==> config.mk <==
export PLATFORM = sky130hd
export DESIGN_NAME = clksw_top
export DESIGN_NICKNAME = d
export VERILOG_FILES = /design/src/rtl/clksw_pkg.sv /design/src/rtl/clksw_datapath.sv /design/src/rtl/clksw_control.sv /design/src/rtl/clksw_top.sv
export SDC_FILE = /design/constraint.sdc
export NUM_CORES = 1
export LEC_CHECK = 0
export ABC_CLOCK_PERIOD_IN_PS = 5400
export BUFFER_PORTS_ARGS = -buffer_cell sky130_fd_sc_hd__buf_2
export CORE_MARGIN = 2
export CORE_UTILIZATION = 55
export CTS_BUF_LIST = sky130_fd_sc_hd__clkbuf_4 sky130_fd_sc_hd__clkbuf_8
export CTS_CLUSTER_SIZE = 8
export DETAILED_ROUTE_END_ITERATION = 12
export PLACE_DENSITY = 0.85
export SLEW_MARGIN = 0
export SYNTH_ARGS = -nofsm -noshare
export SYNTH_HDL_FRONTEND = slang
export SYNTH_HIERARCHICAL = 1
export SYNTH_SLANG_ARGS = --single-unit
==> constraint.sdc <==
create_clock -name clk -period 5.4 [get_ports clk]
set_input_delay 0.27 -clock clk [delete_from_list [all_inputs] [get_ports clk]]
set_output_delay 0.27 -clock clk [all_outputs]
set_load 0.02 [all_outputs]
==> src/rtl/clksw_pkg.sv <==
package clksw_pkg;
  localparam int NUM_SRC = 4;
  localparam int NUM_FLAGS = 4;

  typedef enum logic [1:0] {
    SRC_DIV16 = 2'd0,
    SRC_XTAL  = 2'd1,
    SRC_PLL   = 2'd2,
    SRC_ALT   = 2'd3
  } srcSel_e;

  // control register field positions
  localparam int B_PREDIV = 0;
  localparam int B_WFIALT = 1;
  localparam int B_PLLSEL = 2;
  localparam int B_FULL   = 3;
  localparam int B_ALTSEL = 4;
  localparam int B_LPWFI  = 5;
  localparam int B_MASK0  = 8;

  // flag register positions
  localparam int F_STOP   = 0;
  localparam int F_FULL   = 1;
  localparam int F_ALT    = 2;
  localparam int F_LOCK   = 3;

  localparam logic [1:0] ADDR_CTRL   = 2'd0;
  localparam logic [1:0] ADDR_FLAGS  = 2'd1;
  localparam logic [1:0] ADDR_STATUS = 2'd2;

  // control strobes from control to datapath
  typedef struct packed {
    logic    preDiv;
    srcSel_e active;
    logic    lowPower;
    logic    lpUseAlt;
  } dpCtrl_t;

  // conditioned source strobes from datapath to control
  typedef struct packed {
    logic alt;
    logic pll;
    logic xtal;
    logic div16;
  } srcStb_t;
endpackage

==> src/rtl/clksw_datapath.sv <==
module clksw_datapath
  import clksw_pkg::*;
#(
  parameter int DIV_RATIO = 16
) (
  input  logic    clk,
  input  logic    rstN,
  input  dpCtrl_t ctrl,
  input  logic    xtalRaw,
  input  logic    pllRaw,
  input  logic    altRaw,
  output srcStb_t stb,
  output logic    rootStb,
  output logic    mainStb
);
  localparam int CNT_W = (DIV_RATIO > 1) ? $clog2(DIV_RATIO) : 1;
  localparam logic [CNT_W-1:0] CNT_LAST = CNT_W'(DIV_RATIO - 1);

  logic halfPhase;
  logic xtalEff;
  logic [CNT_W-1:0] divCnt;
  logic [NUM_SRC-1:0] stbVec;

  // pre-divider: only every second raw strobe passes when enabled
  always_ff @(posedge clk) begin
    if (!rstN) halfPhase <= 1'b0;
    else if (xtalRaw) halfPhase <= ~halfPhase;
  end

  assign xtalEff = xtalRaw && (!ctrl.preDiv || halfPhase);

  generate
    if ((1 << CNT_W) == DIV_RATIO) begin : g_pow2
      always_ff @(posedge clk) begin
        if (!rstN) divCnt <= '0;
        else if (xtalEff) divCnt <= divCnt + 1'b1;
      end
    end else begin : g_any
      always_ff @(posedge clk) begin
        if (!rstN) divCnt <= '0;
        else if (xtalEff) divCnt <= (divCnt == CNT_LAST) ? '0 : divCnt + 1'b1;
      end
    end
  endgenerate

  assign stb.div16 = xtalEff && (divCnt == CNT_LAST);
  assign stb.xtal  = xtalEff;
  assign stb.pll   = pllRaw;
  assign stb.alt   = altRaw;

  assign stbVec  = {stb.alt, stb.pll, stb.xtal, stb.div16};
  assign rootStb = stbVec[ctrl.active];
  assign mainStb = ctrl.lowPower ? (ctrl.lpUseAlt ? altRaw : stb.div16) : rootStb;
endmodule

==> src/rtl/clksw_control.sv <==
module clksw_control
  import clksw_pkg::*;
#(
  parameter int DATA_W = 16,
  parameter int SETTLE_STROBES = 2
) (
  input  logic                 clk,
  input  logic                 rstN,
  input  logic [1:0]           regAddr,
  input  logic                 regWe,
  input  logic [DATA_W-1:0]    regWdata,
  output logic [DATA_W-1:0]    regRdata,
  input  srcStb_t              stb,
  input  logic                 pllLocked,
  input  logic                 regReady,
  input  logic                 stopReq,
  input  logic                 wfiExec,
  input  logic                 wfiWake,
  output dpCtrl_t              dpCtrl,
  output logic [1:0]           srcCode,
  output logic                 lowPower,
  output logic                 irq,
  output logic [NUM_FLAGS-1:0] pendFlags,
  output logic [NUM_FLAGS-1:0] irqMasks
);
  localparam int SET_W = $clog2(SETTLE_STROBES + 1);
  localparam logic [SET_W-1:0] SET_LAST = SET_W'(SETTLE_STROBES - 1);
  localparam logic [DATA_W-1:0] CTRL_WMASK = DATA_W'(16'h0F3F);

  logic [DATA_W-1:0] ctrlReg;
  srcSel_e active, target, tgtReg;
  logic [SET_W-1:0] settleCnt, cntEff;
  logic [NUM_SRC-1:0] stbVec;
  logic tgtStb, switchNow;
  logic stopQ, lockQ;
  logic [NUM_FLAGS-1:0] setVec, clrVec;

  // control register
  always_ff @(posedge clk) begin
    if (!rstN) ctrlReg <= '0;
    else if (regWe && regAddr == ADDR_CTRL) ctrlReg <= regWdata & CTRL_WMASK;
  end

  // target selection, alternate has highest priority
  always_comb begin
    if (ctrlReg[B_ALTSEL]) target = SRC_ALT;
    else if (!ctrlReg[B_FULL]) target = SRC_DIV16;
    else if (ctrlReg[B_PLLSEL] && pllLocked && regReady) target = SRC_PLL;
    else target = SRC_XTAL;
  end

  assign stbVec    = {stb.alt, stb.pll, stb.xtal, stb.div16};
  assign tgtStb    = stbVec[target];
  assign cntEff    = (target == tgtReg) ? settleCnt : '0;
  assign switchNow = (target != active) && tgtStb && (cntEff == SET_LAST);

  always_ff @(posedge clk) begin
    if (!rstN) begin
      active    <= SRC_DIV16;
      tgtReg    <= SRC_DIV16;
      settleCnt <= '0;
    end else begin
      tgtReg <= target;
      if (switchNow) active <= target;
      if (target == active || switchNow) settleCnt <= '0;
      else if (tgtStb) settleCnt <= cntEff + 1'b1;
      else settleCnt <= cntEff;
    end
  end

  // edge detectors for stop and lock
  always_ff @(posedge clk) begin
    if (!rstN) begin
      stopQ <= 1'b0;
      lockQ <= 1'b0;
    end else begin
      stopQ <= stopReq;
      lockQ <= pllLocked;
    end
  end

  always_comb begin
    setVec         = '0;
    setVec[F_STOP] = stopReq && !stopQ;
    setVec[F_LOCK] = pllLocked && !lockQ;
    setVec[F_FULL] = switchNow && (target == SRC_DIV16 || active == SRC_DIV16);
    setVec[F_ALT]  = switchNow && (target == SRC_ALT || active == SRC_ALT);
  end

  assign clrVec = (regWe && regAddr == ADDR_FLAGS) ? regWdata[NUM_FLAGS-1:0] : '0;

  // one pending flag per source of interrupt, set wins over clear
  generate
    for (genvar gi = 0; gi < NUM_FLAGS; gi++) begin : g_flag
      always_ff @(posedge clk) begin
        if (!rstN) pendFlags[gi] <= 1'b0;
        else pendFlags[gi] <= setVec[gi] | (pendFlags[gi] & ~clrVec[gi]);
      end
    end
  endgenerate

  // low-power wait state
  always_ff @(posedge clk) begin
    if (!rstN) lowPower <= 1'b0;
    else if (wfiWake) lowPower <= 1'b0;
    else if (wfiExec && ctrlReg[B_LPWFI]) lowPower <= 1'b1;
  end

  assign irqMasks = ctrlReg[B_MASK0 +: NUM_FLAGS];
  assign irq      = |(pendFlags & irqMasks);
  assign srcCode  = active;

  always_comb begin
    case (regAddr)
      ADDR_CTRL:   regRdata = ctrlReg;
      ADDR_FLAGS:  regRdata = DATA_W'({active == SRC_ALT, pendFlags});
      ADDR_STATUS: regRdata = DATA_W'({lowPower, active});
      default:     regRdata = '0;
    endcase
  end

  assign dpCtrl.preDiv   = ctrlReg[B_PREDIV];
  assign dpCtrl.active   = active;
  assign dpCtrl.lowPower = lowPower;
  assign dpCtrl.lpUseAlt = ctrlReg[B_WFIALT];
endmodule

==> src/rtl/clksw_top.sv <==
module clksw_top
  import clksw_pkg::*;
#(
  parameter int DATA_W = 16,
  parameter int DIV_RATIO = 16,
  parameter int SETTLE_STROBES = 2
) (
  input  logic              clk,
  input  logic              rstN,
  input  logic [1:0]        regAddr,
  input  logic              regWe,
  input  logic [DATA_W-1:0] regWdata,
  output logic [DATA_W-1:0] regRdata,
  input  logic              xtalStb,
  input  logic              pllStb,
  input  logic              altStb,
  input  logic              pllLocked,
  input  logic              regReady,
  input  logic              stopReq,
  input  logic              wfiExec,
  input  logic              wfiWake,
  output logic              rootStb,
  output logic              mainStb,
  output logic [1:0]        srcCode,
  output logic              lowPower,
  output logic              irq
);
  dpCtrl_t dpCtrl;
  srcStb_t srcStb;
  logic [NUM_FLAGS-1:0] pendFlags, irqMasks;

  clksw_control #(.DATA_W(DATA_W), .SETTLE_STROBES(SETTLE_STROBES)) u_ctrl (
    .clk(clk), .rstN(rstN), .regAddr(regAddr), .regWe(regWe),
    .regWdata(regWdata), .regRdata(regRdata), .stb(srcStb),
    .pllLocked(pllLocked), .regReady(regReady), .stopReq(stopReq),
    .wfiExec(wfiExec), .wfiWake(wfiWake), .dpCtrl(dpCtrl),
    .srcCode(srcCode), .lowPower(lowPower), .irq(irq),
    .pendFlags(pendFlags), .irqMasks(irqMasks)
  );

  clksw_datapath #(.DIV_RATIO(DIV_RATIO)) u_dp (
    .clk(clk), .rstN(rstN), .ctrl(dpCtrl), .xtalRaw(xtalStb),
    .pllRaw(pllStb), .altRaw(altStb), .stb(srcStb),
    .rootStb(rootStb), .mainStb(mainStb)
  );
endmodule

==> impl_metrics.ini, run 1 <==
[drt]
ant_nets = 0
drtPass1Iterations = 4
drt_iter0_drc = 24
vias_per_cell = 5.49
wirelength_um = 3250
wl_per_cell_um = 12.9
drcViolationCount = 0
vias = 1379

[finish]
final_area_um2 = 1760
nFillCells = 269
layout.nets = 253
antenna_cells = 0
area_delta_synth_final_pct = 7.64
layout-drive-gt1-share_pct = 23.6
final_cell_mix = buf_2 (38), nand2_1 (38), dfxtp_1 (28)

[cts]
clock_path_buffers = 2
cts_buffers = 3
holdBufCountCts = 0
h-tree-depth = 1
clkTransAtPathRegs_ns = 0.14
insertion_delay_ns = 0.32
cts.sinks = 28
cts_setup_buffers = 0
cts.repair.resized = 0
cts_tree = done
cts-root-buf = clkbuf_4

[timing]
min_period_over_period_pct = 37.4
min_period_ns = 2.02
rsz0062_at_grt = false
skew_ns = 0.000844
hold_viol_final = 0
hold_slack_ns = 0.0920
finalSetupViolCount = 0
finalSetupTns_ns = 0
fmax_mhz = 495
report.final.slew_viol_count = 0

[die]
start_util_pct = 58.9
rows = 19
dieArea_um2 = 3430
core_area_um2 = 2780
die_y_um = 58.6
die_x_um = 58.6
ios = 51

[global_route]
track_usage_pct = 20.5
grt-ovfl-total = 0
antenna_found_initial = 0
grt_max_degree = 30
grt_pass1_wl_um = 5550
grt_pass1_vias = 1307

[synth]
syn_avg_cell_area_um2 = 8.44
syn-cell-area_um2 = 1640
netlist_instances = 194
yosys_warnings = 6

[pwr]
p_per_area_nw_per_um2 = 202
peakVddDrop_uv = 187
p_int_mw = 0.262
power_mw = 0.355
p_sw_mw = 0.0937
p_seq_share_pct = 62.1
pwr-share-comb_pct = 14.2
p_clk_share_pct = 23.7
p_leak_nw = 0.761
swShare_pct = 26.4

[worst_setup_path]
cp_cell_sequence = nor4bb_1 -> mux2i_1 -> a21boi_1 -> ha_1 -> nand3_1 -> mux2_2
cp-start-kind = register
arrival_ns = 2.25
crit_path_end_kind = register
cp_max_fo = 14
cp_top_family = flip-flops
timing_worst_setup_path_type = register to register
path_buf_inv = 0
critical_path.max_stage_delay_ns = 0.48
required_ns = 5.63
cp_slowest_cell = dfxtp_1

[place]
place_congestion = 0.755
dpl.hpwl_um = 2400
placed_area_um2 = 1740
place.port_buffers = 38

[hold_path]
hold_class = input pin to register

[status]
status = finished clean

[flow_run]
drv_cap = 0
-- path summary, 6_finish.rpt --
path / startpoint / to / slack (ns) / cells past startpoint
max: u_ctrl/ctrlReg[4] / u_ctrl/srcCode[0] / 3.38 / 6
min: wfiWake / u_ctrl/lowPower / 0.09 / 2
max reg2reg: u_ctrl/ctrlReg[4] / u_ctrl/srcCode[0] / 3.38 / 6
min reg2reg: u_ctrl/ctrlReg[9] / u_ctrl/ctrlReg[9] / 0.49 / 2
-- final cells by class --
class | instances | area [µm²] | area share (%)
multi-input combinational | 150 | 947 | 53.7
sequential | 28 | 561 | 31.8
tap | 31 | 38.8 | 2.20
timing repair buffer | 38 | 190 | 10.8
inverter | 1 | 3.75 | 0.213
clock buffer | 3 | 22.5 | 1.28
-- metrics by stage --
stage,worst slack [ns],utilization [%],cells
after floorplan,3.69,-,199
after global placement,3.48,62.6,248
after detailed placement,3.40,62.6,248
after CTS,3.38,63.4,251
after global routing,3.14,63.4,251
final,3.38,63.4,251
-- state kept, by name (all words and copies together) (netlist names) --
name / count
u_ctrl/ctrlReg: 10
u_ctrl/lockQ: 1
u_ctrl/lowPower: 1
u_ctrl/pendFlags: 4
u_ctrl/settleCnt: 2
u_ctrl/srcCode: 2
u_ctrl/stopQ: 1
u_ctrl/tgtReg: 2
u_dp/divCnt: 4
u_dp/halfPhase: 1
-- power groups by stage --
stage	clock [mW]	sequential (mW)	combinational (mW)
after floorplan	0	0.223	0.0412
after CTS	0.0876	0.221	0.0504
after detailed placement	0	0.225	0.0500
after global routing	0.0916	0.222	0.0562
final	0.0843	0.221	0.0503
after global placement	0	0.225	0.0490
-- routing by layer --
metal	wire [µm]	track usage [%]	vias to the layer above
met2	1520	35.8	36
met3	184	3.08	2
li1	-	-	698
met5	0	0	-
met1	1520	26.1	643
met4	20	5.84	0
No activity file was read; power rests on OpenSTA's default activity.
==> run 2, diff against run 1 <==
ABC_CLOCK_PERIOD_IN_PS = 1650   (was 5400)
CORE_UTILIZATION = 48   (was 55)
PLACE_DENSITY = 0.78   (was 0.85)
clock period = 1.65 ns   (was 5.4 ns; I/O delays follow)
==> impl_metrics.ini, run 2 (synthesis gave the netlist of run 1 again) <==
[cts]
cts.sinks = 28
h-tree-depth = 1
cts_tree = done
cts-root-buf = clkbuf_4
clock_path_buffers = 2
clkTransAtPathRegs_ns = 0.15
cts_buffers = 3
insertion_delay_ns = 0.32

[drt]
drt_iter0_drc = 45
ant_nets = 0
dr_wl_met2_um = 1790
vias_per_cell = 5.03
drcViolationCount = 0
top_layer = met4
wl_met3_um = 174
wirelength_um = 3700
vias = 1489
wl_met1_um = 1720
drtPass1Iterations = 4
wl_per_cell_um = 12.5

[global_route]
grt_pass1_vias = 1374
track_usage_pct = 18.2
grt_max_degree = 30
grt-ovfl-total = 0
antenna_found_initial = 0
grt_pass1_wl_um = 5910

[finish]
area_delta_synth_final_pct = 34.1
largest_register_ffs = 10
multi_input_area_um2 = 1060
antenna_cells = 0
nFillCells = 301
final_cell_mix = buf_2 (37), nand2_1 (37), buf_4 (18), dfxtp_1 (18), and2_1 (14)
reg_top3 = u_ctrl/ctrlReg x10, u_ctrl/pendFlags x4, u_dp/divCnt x4
final_cell_count_no_fill = 296
layout-drive-gt1-share_pct = 38.8
seq_area_um2 = 588
layout.nets = 282
largest-register = u_ctrl/ctrlReg
final_util_pct = 66.4
final_area_um2 = 2200

[worst_setup_path]
critical_path.max_stage_delay_ns = 0.41
timing_worst_setup_path_type = register to register
required_ns = 1.92
reg2reg_setup_slack_ns = -0.03
arrival_ns = 1.96
crit_path_end_kind = register
cp_cell_sequence = buf_4 -> a31oi_2 -> a21boi_2 -> buf_4 -> buf_4 -> or3b_1 -> a21oi_2
cp_slowest_cell = dfxtp_4
r2r-start = u_ctrl/ctrlReg[4]
r2r.worst_path.cells = 7
crit_start = u_ctrl/ctrlReg[4]
crit_path_frequent_cell = buf_4
cp-start-kind = register
cp_max_fo = 6

[die]
core_area_um2 = 3310
die_y_um = 62.4
dieArea_um2 = 3900
die_x_um = 62.4
ios = 51
start_util_pct = 49.5
rows = 21

[pwr]
p_leak_nw = 0.922
power_mw = 1.27
p_per_area_nw_per_um2 = 580
peakVddDrop_uv = 413

[timing]
rsz0062_at_grt = true
fin_ws_ns = -0.0338
finalSetupViolCount = 3
skew_ns = 0.00356
min_period_ns = 1.68
min_period_over_period_pct = 102
hold_viol_final = 0
finalSetupTns_ns = -0.0771
report.final.slew_viol_count = 0
fmax_mhz = 594
hold_slack_ns = 0.000313

[place]
dpl_worst_slack_ns = -0.0410
placed_area_um2 = 1890
dpl.hpwl_um = 2570
placed_cells = 278
place_congestion = 0.812
place.port_buffers = 38

[status]
status = complete, but fails checks
violations = negative setup slack

[flow_run]
drv_cap = 0

[hold_path]
hp-start = regWdata[2]
hold_class = input pin to register
hold_depth = 3
==> run 2: final timing paths <==
check	end
worst min-delay path	u_ctrl/ctrlReg[2]
worst min register to register	u_ctrl/ctrlReg[9]
worst max-delay path	u_ctrl/settleCnt[0]
worst max register to register	u_ctrl/settleCnt[0]
==> run 2: area by class of cell <==
class / count / area share, %
multi-input cells: 150 / 48.5
well taps: 46 / 2.62
repair buffers: 67 / 20.2
inverters: 1 / 0.285
clock buffers: 4 / 1.65
flip-flops and latches: 28 / 26.8
==> run 2: routing by layer <==
| layer | global-route usage [%] | vias up |
|---|---|---|
| met4 | 3.33 | 0 |
| met3 | 2.34 | 2 |
| met5 | 0 | - |
| met2 | 32.5 | 43 |
| li1 | - | 761 |
| met1 | 23.7 | 683 |
==> run 2: critical path: cells and delay by family (launching register included) <==
family | cells | cell delay, ns
and+or+nand+nor | 1 | 0.38
buffers and inverters | 3 | 0.43
DFF | 1 | 0.41
AOI/OAI and AO/OA | 3 | 0.42
==> run 2: timing repair <==
action / 4_1_cts / 5_1_grt
pin swaps: 8 / 9
hold endpoints to repair: 9 / 0
endpoints found under the setup margin: 6 / 7
setup buffers: 1 / 5
hold buffers: 9 / 0
resized for setup: 16 / 21
==> run 2: power breakdown <==
group	leakage, nW	switching [mW]	internal, mW	total, mW
Clock	0.0210	0.200	0.135	0.335
Sequential	0.234	0.0226	0.697	0.720
Combinational	0.667	0.111	0.108	0.219
